===== config.mk =====
export PLATFORM = sky130hd
export DESIGN_NAME = mprx_top
export DESIGN_NICKNAME = d
export VERILOG_FILES = /design/src/rtl/mprx_pkg.sv /design/src/rtl/mprx_sync.sv /design/src/rtl/mprx_deframer.sv /design/src/rtl/mprx_regs.sv /design/src/rtl/mprx_top.sv
export SDC_FILE = /design/constraint.sdc
export NUM_CORES = 1
export LEC_CHECK = 0
export ABC_AREA = 1
export ABC_CLOCK_PERIOD_IN_PS = 1880
export BUFFER_PORTS_ARGS = -buffer_cell sky130_fd_sc_hd__buf_2
export CORE_ASPECT_RATIO = 1.2
export CORE_MARGIN = 5
export CORE_UTILIZATION = 35
export CTS_BUF_LIST = sky130_fd_sc_hd__clkbuf_8 sky130_fd_sc_hd__clkbuf_16
export DETAILED_ROUTE_END_ITERATION = 16
export MAX_ROUTING_LAYER = met4
export SLEW_MARGIN = 20
export SYNTH_ARGS = -nofsm -noshare
export SYNTH_HDL_FRONTEND = slang
export SYNTH_SLANG_ARGS = --single-unit

===== constraint.sdc =====
create_clock -name clk -period 1.88 [get_ports clk]
set_input_delay 0.094 -clock clk [delete_from_list [all_inputs] [get_ports clk]]
set_output_delay 0.094 -clock clk [all_outputs]
set_load 0.005 [all_outputs]

===== src/rtl/mprx_pkg.sv =====
package mprx_pkg;
    typedef enum logic [1:0] {
        ST_IDLE  = 2'd0,
        ST_START = 2'd1,
        ST_BITS  = 2'd2,
        ST_STOP  = 2'd3
    } rx_state_e;

    function automatic logic vote3(input logic a, input logic b, input logic c);
        return (a & b) | (a & c) | (b & c);
    endfunction
endpackage


===== src/rtl/mprx_sync.sv =====
module mprx_sync (
    input  logic clk,
    input  logic rst_n,
    input  logic din,
    output logic dout
);
    logic [1:0] stg_q;
    logic [1:0] stg_d;

    always_comb begin
        stg_d = {stg_q[0], din};
    end

    always_ff @(posedge clk or negedge rst_n) begin
        if (!rst_n) stg_q <= 2'b11;
        else        stg_q <= stg_d;
    end

    assign dout = stg_q[1];
endmodule


===== src/rtl/mprx_deframer.sv =====
module mprx_deframer
    import mprx_pkg::*;
#(
    parameter int OSR = 16,
    parameter int DW  = 8
) (
    input  logic          clk,
    input  logic          rst_n,
    input  logic          tick,
    input  logic          rx,
    output logic          frame_done,
    output logic [DW-1:0] frame_data,
    output logic          frame_bit9,
    output logic          frame_stop_ok
);
    localparam int CW  = $clog2(OSR);
    localparam int NB  = DW + 1;
    localparam int NBW = $clog2(NB + 1);
    localparam logic [CW-1:0]  C_MID  = CW'(OSR / 2 - 1);
    localparam logic [CW-1:0]  C_PRE  = CW'(OSR / 2 - 2);
    localparam logic [CW-1:0]  C_POST = CW'(OSR / 2);
    localparam logic [CW-1:0]  C_LAST = CW'(OSR - 1);
    localparam logic [NBW-1:0] B_LAST = NBW'(NB - 1);

    typedef struct packed {
        rx_state_e      st;
        logic [CW-1:0]  cnt;
        logic [NBW-1:0] nbit;
        logic [DW:0]    sh;
        logic [1:0]     vt;
        logic           done;
        logic           stop_ok;
    } dfr_t;

    dfr_t q, d;
    logic maj;

    assign maj = vote3(q.vt[0], q.vt[1], rx);

    always_comb begin
        d      = q;
        d.done = 1'b0;
        if (tick) begin
            unique case (q.st)
                ST_IDLE: begin
                    if (!rx) begin
                        d.st  = ST_START;
                        d.cnt = '0;
                    end
                end
                ST_START: begin
                    d.cnt = q.cnt + 1'b1;
                    if (q.cnt == C_MID && rx) begin
                        d.st = ST_IDLE;
                    end else if (q.cnt == C_LAST) begin
                        d.st   = ST_BITS;
                        d.cnt  = '0;
                        d.nbit = '0;
                    end
                end
                ST_BITS: begin
                    d.cnt = q.cnt + 1'b1;
                    if (q.cnt == C_PRE) d.vt[0] = rx;
                    if (q.cnt == C_MID) d.vt[1] = rx;
                    if (q.cnt == C_POST) d.sh = {maj, q.sh[DW:1]};
                    if (q.cnt == C_LAST) begin
                        d.cnt = '0;
                        if (q.nbit == B_LAST) d.st = ST_STOP;
                        else                  d.nbit = q.nbit + 1'b1;
                    end
                end
                ST_STOP: begin
                    d.cnt = q.cnt + 1'b1;
                    if (q.cnt == C_PRE) d.vt[0] = rx;
                    if (q.cnt == C_MID) d.vt[1] = rx;
                    if (q.cnt == C_POST) begin
                        d.done    = 1'b1;
                        d.stop_ok = maj;
                        d.st      = ST_IDLE;
                    end
                end
                default: d.st = ST_IDLE;
            endcase
        end
    end

    always_ff @(posedge clk or negedge rst_n) begin
        if (!rst_n) q <= '{st: ST_IDLE, default: '0};
        else        q <= d;
    end

    assign frame_done    = q.done;
    assign frame_data    = q.sh[DW-1:0];
    assign frame_bit9    = q.sh[DW];
    assign frame_stop_ok = q.stop_ok;

    // the completion strobe lasts exactly one cycle
    a_r2_done_single: assert property (@(posedge clk) disable iff (!rst_n)
        frame_done |=> !frame_done);

    // a start bit found high at mid-bit returns to idle
    a_r9_false_start: assert property (@(posedge clk) disable iff (!rst_n)
        (q.st == ST_START && tick && q.cnt == C_MID && rx) |=> (q.st == ST_IDLE));
endmodule


===== src/rtl/mprx_regs.sv =====
module mprx_regs #(
    parameter int DW = 8
) (
    input  logic          clk,
    input  logic          rst_n,
    input  logic          frame_done,
    input  logic [DW-1:0] frame_data,
    input  logic          frame_bit9,
    input  logic          frame_stop_ok,
    input  logic          mp_en,
    input  logic          st_clr,
    output logic [DW-1:0] rx_data,
    output logic          rx_bit9,
    output logic          rx_ferr,
    output logic          rx_ovr,
    output logic          rx_irq
);
    typedef struct packed {
        logic [DW-1:0] data;
        logic          b9;
        logic          irq;
        logic          ferr;
        logic          ovr;
    } rreg_t;

    rreg_t q, d;
    logic  filtered;

    assign filtered = mp_en && !frame_bit9;

    always_comb begin
        d = q;
        if (st_clr) begin
            d.irq  = 1'b0;
            d.ferr = 1'b0;
            d.ovr  = 1'b0;
        end
        if (frame_done) begin
            if (!frame_stop_ok) begin
                d.ferr = 1'b1;
            end else if (filtered) begin
                d = d;
            end else if (d.irq) begin
                d.ovr = 1'b1;
            end else begin
                d.data = frame_data;
                d.b9   = frame_bit9;
                d.irq  = 1'b1;
            end
        end
    end

    always_ff @(posedge clk or negedge rst_n) begin
        if (!rst_n) q <= '0;
        else        q <= d;
    end

    assign rx_data = q.data;
    assign rx_bit9 = q.b9;
    assign rx_ferr = q.ferr;
    assign rx_ovr  = q.ovr;
    assign rx_irq  = q.irq;

    // a filtered data frame leaves the data registers alone
    a_r3_filter_hold: assert property (@(posedge clk) disable iff (!rst_n)
        (frame_done && mp_en && !frame_bit9) |=> ($stable(rx_data) && $stable(rx_bit9)));

    // a low stop bit raises the framing error
    a_r6_ferr_set: assert property (@(posedge clk) disable iff (!rst_n)
        (frame_done && !frame_stop_ok) |=> rx_ferr);

    // a frame arriving on a pending flag is an overrun and keeps old data
    a_r7_overrun: assert property (@(posedge clk) disable iff (!rst_n)
        (frame_done && frame_stop_ok && !(mp_en && !frame_bit9) && rx_irq && !st_clr)
        |=> (rx_ovr && $stable(rx_data) && $stable(rx_bit9)));

    // clear strobe with no frame event empties the flags
    a_r8_clear: assert property (@(posedge clk) disable iff (!rst_n)
        (st_clr && !frame_done) |=> (!rx_irq && !rx_ferr && !rx_ovr));
endmodule


===== src/rtl/mprx_top.sv =====
module mprx_top #(
    parameter int OSR = 16,
    parameter int DW  = 8
) (
    input  logic          clk,
    input  logic          rst_n,
    input  logic          rxd,
    input  logic          os_tick,
    input  logic          mp_en,
    input  logic          st_clr,
    output logic [DW-1:0] rx_data,
    output logic          rx_bit9,
    output logic          rx_ferr,
    output logic          rx_ovr,
    output logic          rx_irq
);
    logic          rx_s;
    logic          f_done;
    logic [DW-1:0] f_data;
    logic          f_bit9;
    logic          f_stop_ok;

    mprx_sync u_sync (
        .clk  (clk),
        .rst_n(rst_n),
        .din  (rxd),
        .dout (rx_s)
    );

    mprx_deframer #(.OSR(OSR), .DW(DW)) u_dfr (
        .clk          (clk),
        .rst_n        (rst_n),
        .tick         (os_tick),
        .rx           (rx_s),
        .frame_done   (f_done),
        .frame_data   (f_data),
        .frame_bit9   (f_bit9),
        .frame_stop_ok(f_stop_ok)
    );

    mprx_regs #(.DW(DW)) u_regs (
        .clk          (clk),
        .rst_n        (rst_n),
        .frame_done   (f_done),
        .frame_data   (f_data),
        .frame_bit9   (f_bit9),
        .frame_stop_ok(f_stop_ok),
        .mp_en        (mp_en),
        .st_clr       (st_clr),
        .rx_data      (rx_data),
        .rx_bit9      (rx_bit9),
        .rx_ferr      (rx_ferr),
        .rx_ovr       (rx_ovr),
        .rx_irq       (rx_irq)
    );
endmodule


==> reports/metrics.yaml <==
vias: 1367
drc_errors: 0
crit_required_ns: 2.10
critPathLaunchType: "flip-flop"
grt_pass1_wl_um: 5710
drt-initial-drc-count: 48
die_h_um: 89.0
top_layer_used: "met4"
crit_path_end_kind: "flip-flop"
dp_cells: 287
clk_pin_slew_ns: 0.08
core_area_um2: 5010
synth_nets: 227
p_comb_share_pct: 14.8
finalMaxSlewViolations: 0
syn_inst: 211
yosys_warnings: 0
max_freq_mhz: 650
wl_per_cell_um: 10.8
hpwl_um: 2370
post_cts_buffers: 0
setup_viol: 0
port_buffers: 17
cellInternalPower_w: 0.00148
post_cts_resized: 0
finClkSkew_ns: 0.00614
synth_area_per_cell_um2: 8.63
die_w_um: 75.9
vdd_drop_max_v: 0.000417
whs_ns: 0.161
fin_setup_tns_ns: 0
wl_met3_um: 171
cap_violations: 0
final_cells: 298
rsz0062_at_grt: "no"
fin_crit_sh_pct: 81.9
start_util_pct: 36.4
cp_slowest_cell: "dfrtp_1"
overflow: 0
synth-seq-cells: 37
cts.sinks: 37
async_reset_ff_share_pct: 100
post_route_cells_drive_above_1_share_pct: 16.4
reg2reg_slack_ns: 0.34
synth_ff_type: "dfrtp_1"
clk_latency_ns: 0.29
root_buffer: "clkbuf_8"
wl_met2_um: 1490
hold_path_class: "in2reg"
grt_usage_pct: 11.2
finalPower_w: 0.00200
crit_chain: "inv_1 > ha_1 > inv_2 > nor3_4 > buf_4 > nor2_1 > a21oi_1"
ios: 18
yosys.area.top_type: "dfrtp_1"
grt_max_degree: 38
antenna_found_initial: 0
num_rows: 28
slew_headroom_pct: 46.1
ys_seq_area_share_pct: 51.0
dieArea_um2: 6750
fin_crit_ns: 1.54
grt_pass1_vias: 1354
vias_per_cell: 4.59
arrival_ns: 1.76
p_sw_share_pct: 26.1
power_switching_w: 0.000522
cts_buffers: 5
synth_area_leaders: "dfrtp_1 (48%), nand2_1 (12%), ha_1 (6.9%)"
p_clk_share_pct: 40.7
status: "finished, final reports clean"
slowest_delay_ns: 0.41
routed_wl_um: 3230
clockBufferDepth: 2
place.gp.congestion: 0.786
crit_fanout: 18
num_antenna_cells: 0
synth_edf_count: 0
ys_types: 23
hold_viol_final: 0
postRouteAntennaNets: 0
dr.pass1.iters: 4
post-route-util_pct: 42.5
syn_area_um2: 1820
htreeDepth: 2
cellLeakagePower_nw: 1.08
power_frac_seq_pct: 44.5
final_nets: 253
syn2layout_area_growth_pct: 17.0
path_class: "reg2reg"
met1Wirelength_um: 1510
synth.top_cell.area_share_pct: 48.1
cts_tree: "done"
power_density_nw_per_um2: 940
tightest_slew_ns: 0.809
==> area by class of cell <==
| type | instances | area, um^2 |
|---|---|---|
| multi-input cells | 138 | 743 |
| fillers | 513 | 2880 |
| flip-flops and latches | 37 | 928 |
| inverters | 34 | 128 |
| clock buffers | 5 | 68.8 |
| clock inverters | 3 | 65.1 |
| repair buffers | 21 | 123 |
| well taps | 60 | 75.1 |
==> critical path, delay by kind of cell, from the launching register on <==
kind	cells	cell delay [ns]
AO/OA/AOI/OAI	1	0.10
adder cells (fa/ha/maj)	1	0.27
buffers and inverters	3	0.45
AND/OR/NAND/NOR	2	0.23
flip-flops	1	0.41
==> worst paths after layout <==
kind                            startpoint  cells past startpoint             endpoint
hold / removal                       mp_en                      4        u_regs.rx_irq
setup / recovery               u_dfr.q[21]                      7  u_dfr.frame_data[0]
max in group asynchronous            rst_n                      2          u_dfr.q[20]
setup reg to reg               u_dfr.q[21]                      7  u_dfr.frame_data[0]
min in group asynchronous            rst_n                      2       u_regs.rx_bit9
hold reg to reg            u_sync.stg_q[0]                      0      u_sync.stg_q[1]
==> cells in the mapped netlist (all sizes together), types with 2 or more instances <==
| cell | n |
|---|---|
| a21oi | 5 |
| buf | 2 |
| dfrtp | 35 |
| dfstp | 2 |
| ha | 10 |
| inv | 34 |
| nand2 | 59 |
| nand3 | 15 |
| nand4 | 4 |
| nor2 | 10 |
| nor3 | 3 |
| o21ai | 27 |
==> power by group through the flow <==
stage          Sequential (W)  Clock (W)  Combinational (W)
6_report             0.000891   0.000815           0.000297
4_1_cts              0.000891   0.000841           0.000300
2_1_floorplan        0.000901          0           0.000209
3_5_place_dp         0.000907          0           0.000294
3_3_place_gp         0.000904          0           0.000296
5_1_grt              0.000897   0.000872           0.000353
==> what timing repair did <==
action | CTS | global route
endpoints found under the hold margin | 37 | 0
hold buffers | 3 | 0
setup endpoints to repair | 0 | 0
==> per-stage QoR <==
stage	setup WS [ns]	cell area [um^2]
4_1_cts	0.333	2130
3_3_place_gp	0.408	1970
5_1_grt	0.180	2130
3_5_place_dp	0.359	1970
6_report	0.341	2130
2_1_floorplan	0.396	1820
==> layout by cell type, fill, tap and decap left out, types with 4 or more instances in the layout <==
cell type  count
dfrtp_1       35
inv_1         32
nor2_1         9
ha_1          10
nand4_1        4
nand2_1       57
nand3_1       12
buf_2         17
o21ai_0       25
clkbuf_8       5
a21oi_1        5
==> flip-flops by register name, indices dropped and copies added, names as in the netlist <==
register / flops
u_regs.rx_bit9: 1
u_dfr.frame_done: 1
u_sync.stg_q: 2
u_regs.rx_irq: 1
u_dfr.q: 12
u_dfr.frame_stop_ok: 1
u_regs.rx_ferr: 1
u_regs.rx_data: 8
u_dfr.frame_data: 8
u_regs.rx_ovr: 1
u_dfr.frame_bit9: 1
==> layer usage <==
| metal | global-route usage, % | up-vias |
|---|---|---|
| li1 | - | 719 |
| met1 | 12.6 | 619 |
| met2 | 18.4 | 23 |
| met3 | 3.37 | 6 |
| met4 | 4.29 | 0 |
| met5 | - | - |
==> kinds of logic (layout without fill, tap and decap cells) <==
kind of cell | after synthesis | count (layout) | synth area share, %
AND/OR/NAND/NOR | 91 | 91 | 22.4
flip-flops | 37 | 37 | 51.0
buffers and inverters | 36 | 63 | 8.24
AO/OA/AOI/OAI | 34 | 34 | 10.0
adder cells (fa/ha/maj) | 11 | 11 | 7.42
XOR/XNOR | 2 | 2 | 0.962
Power figures use the tool's default switching activity.
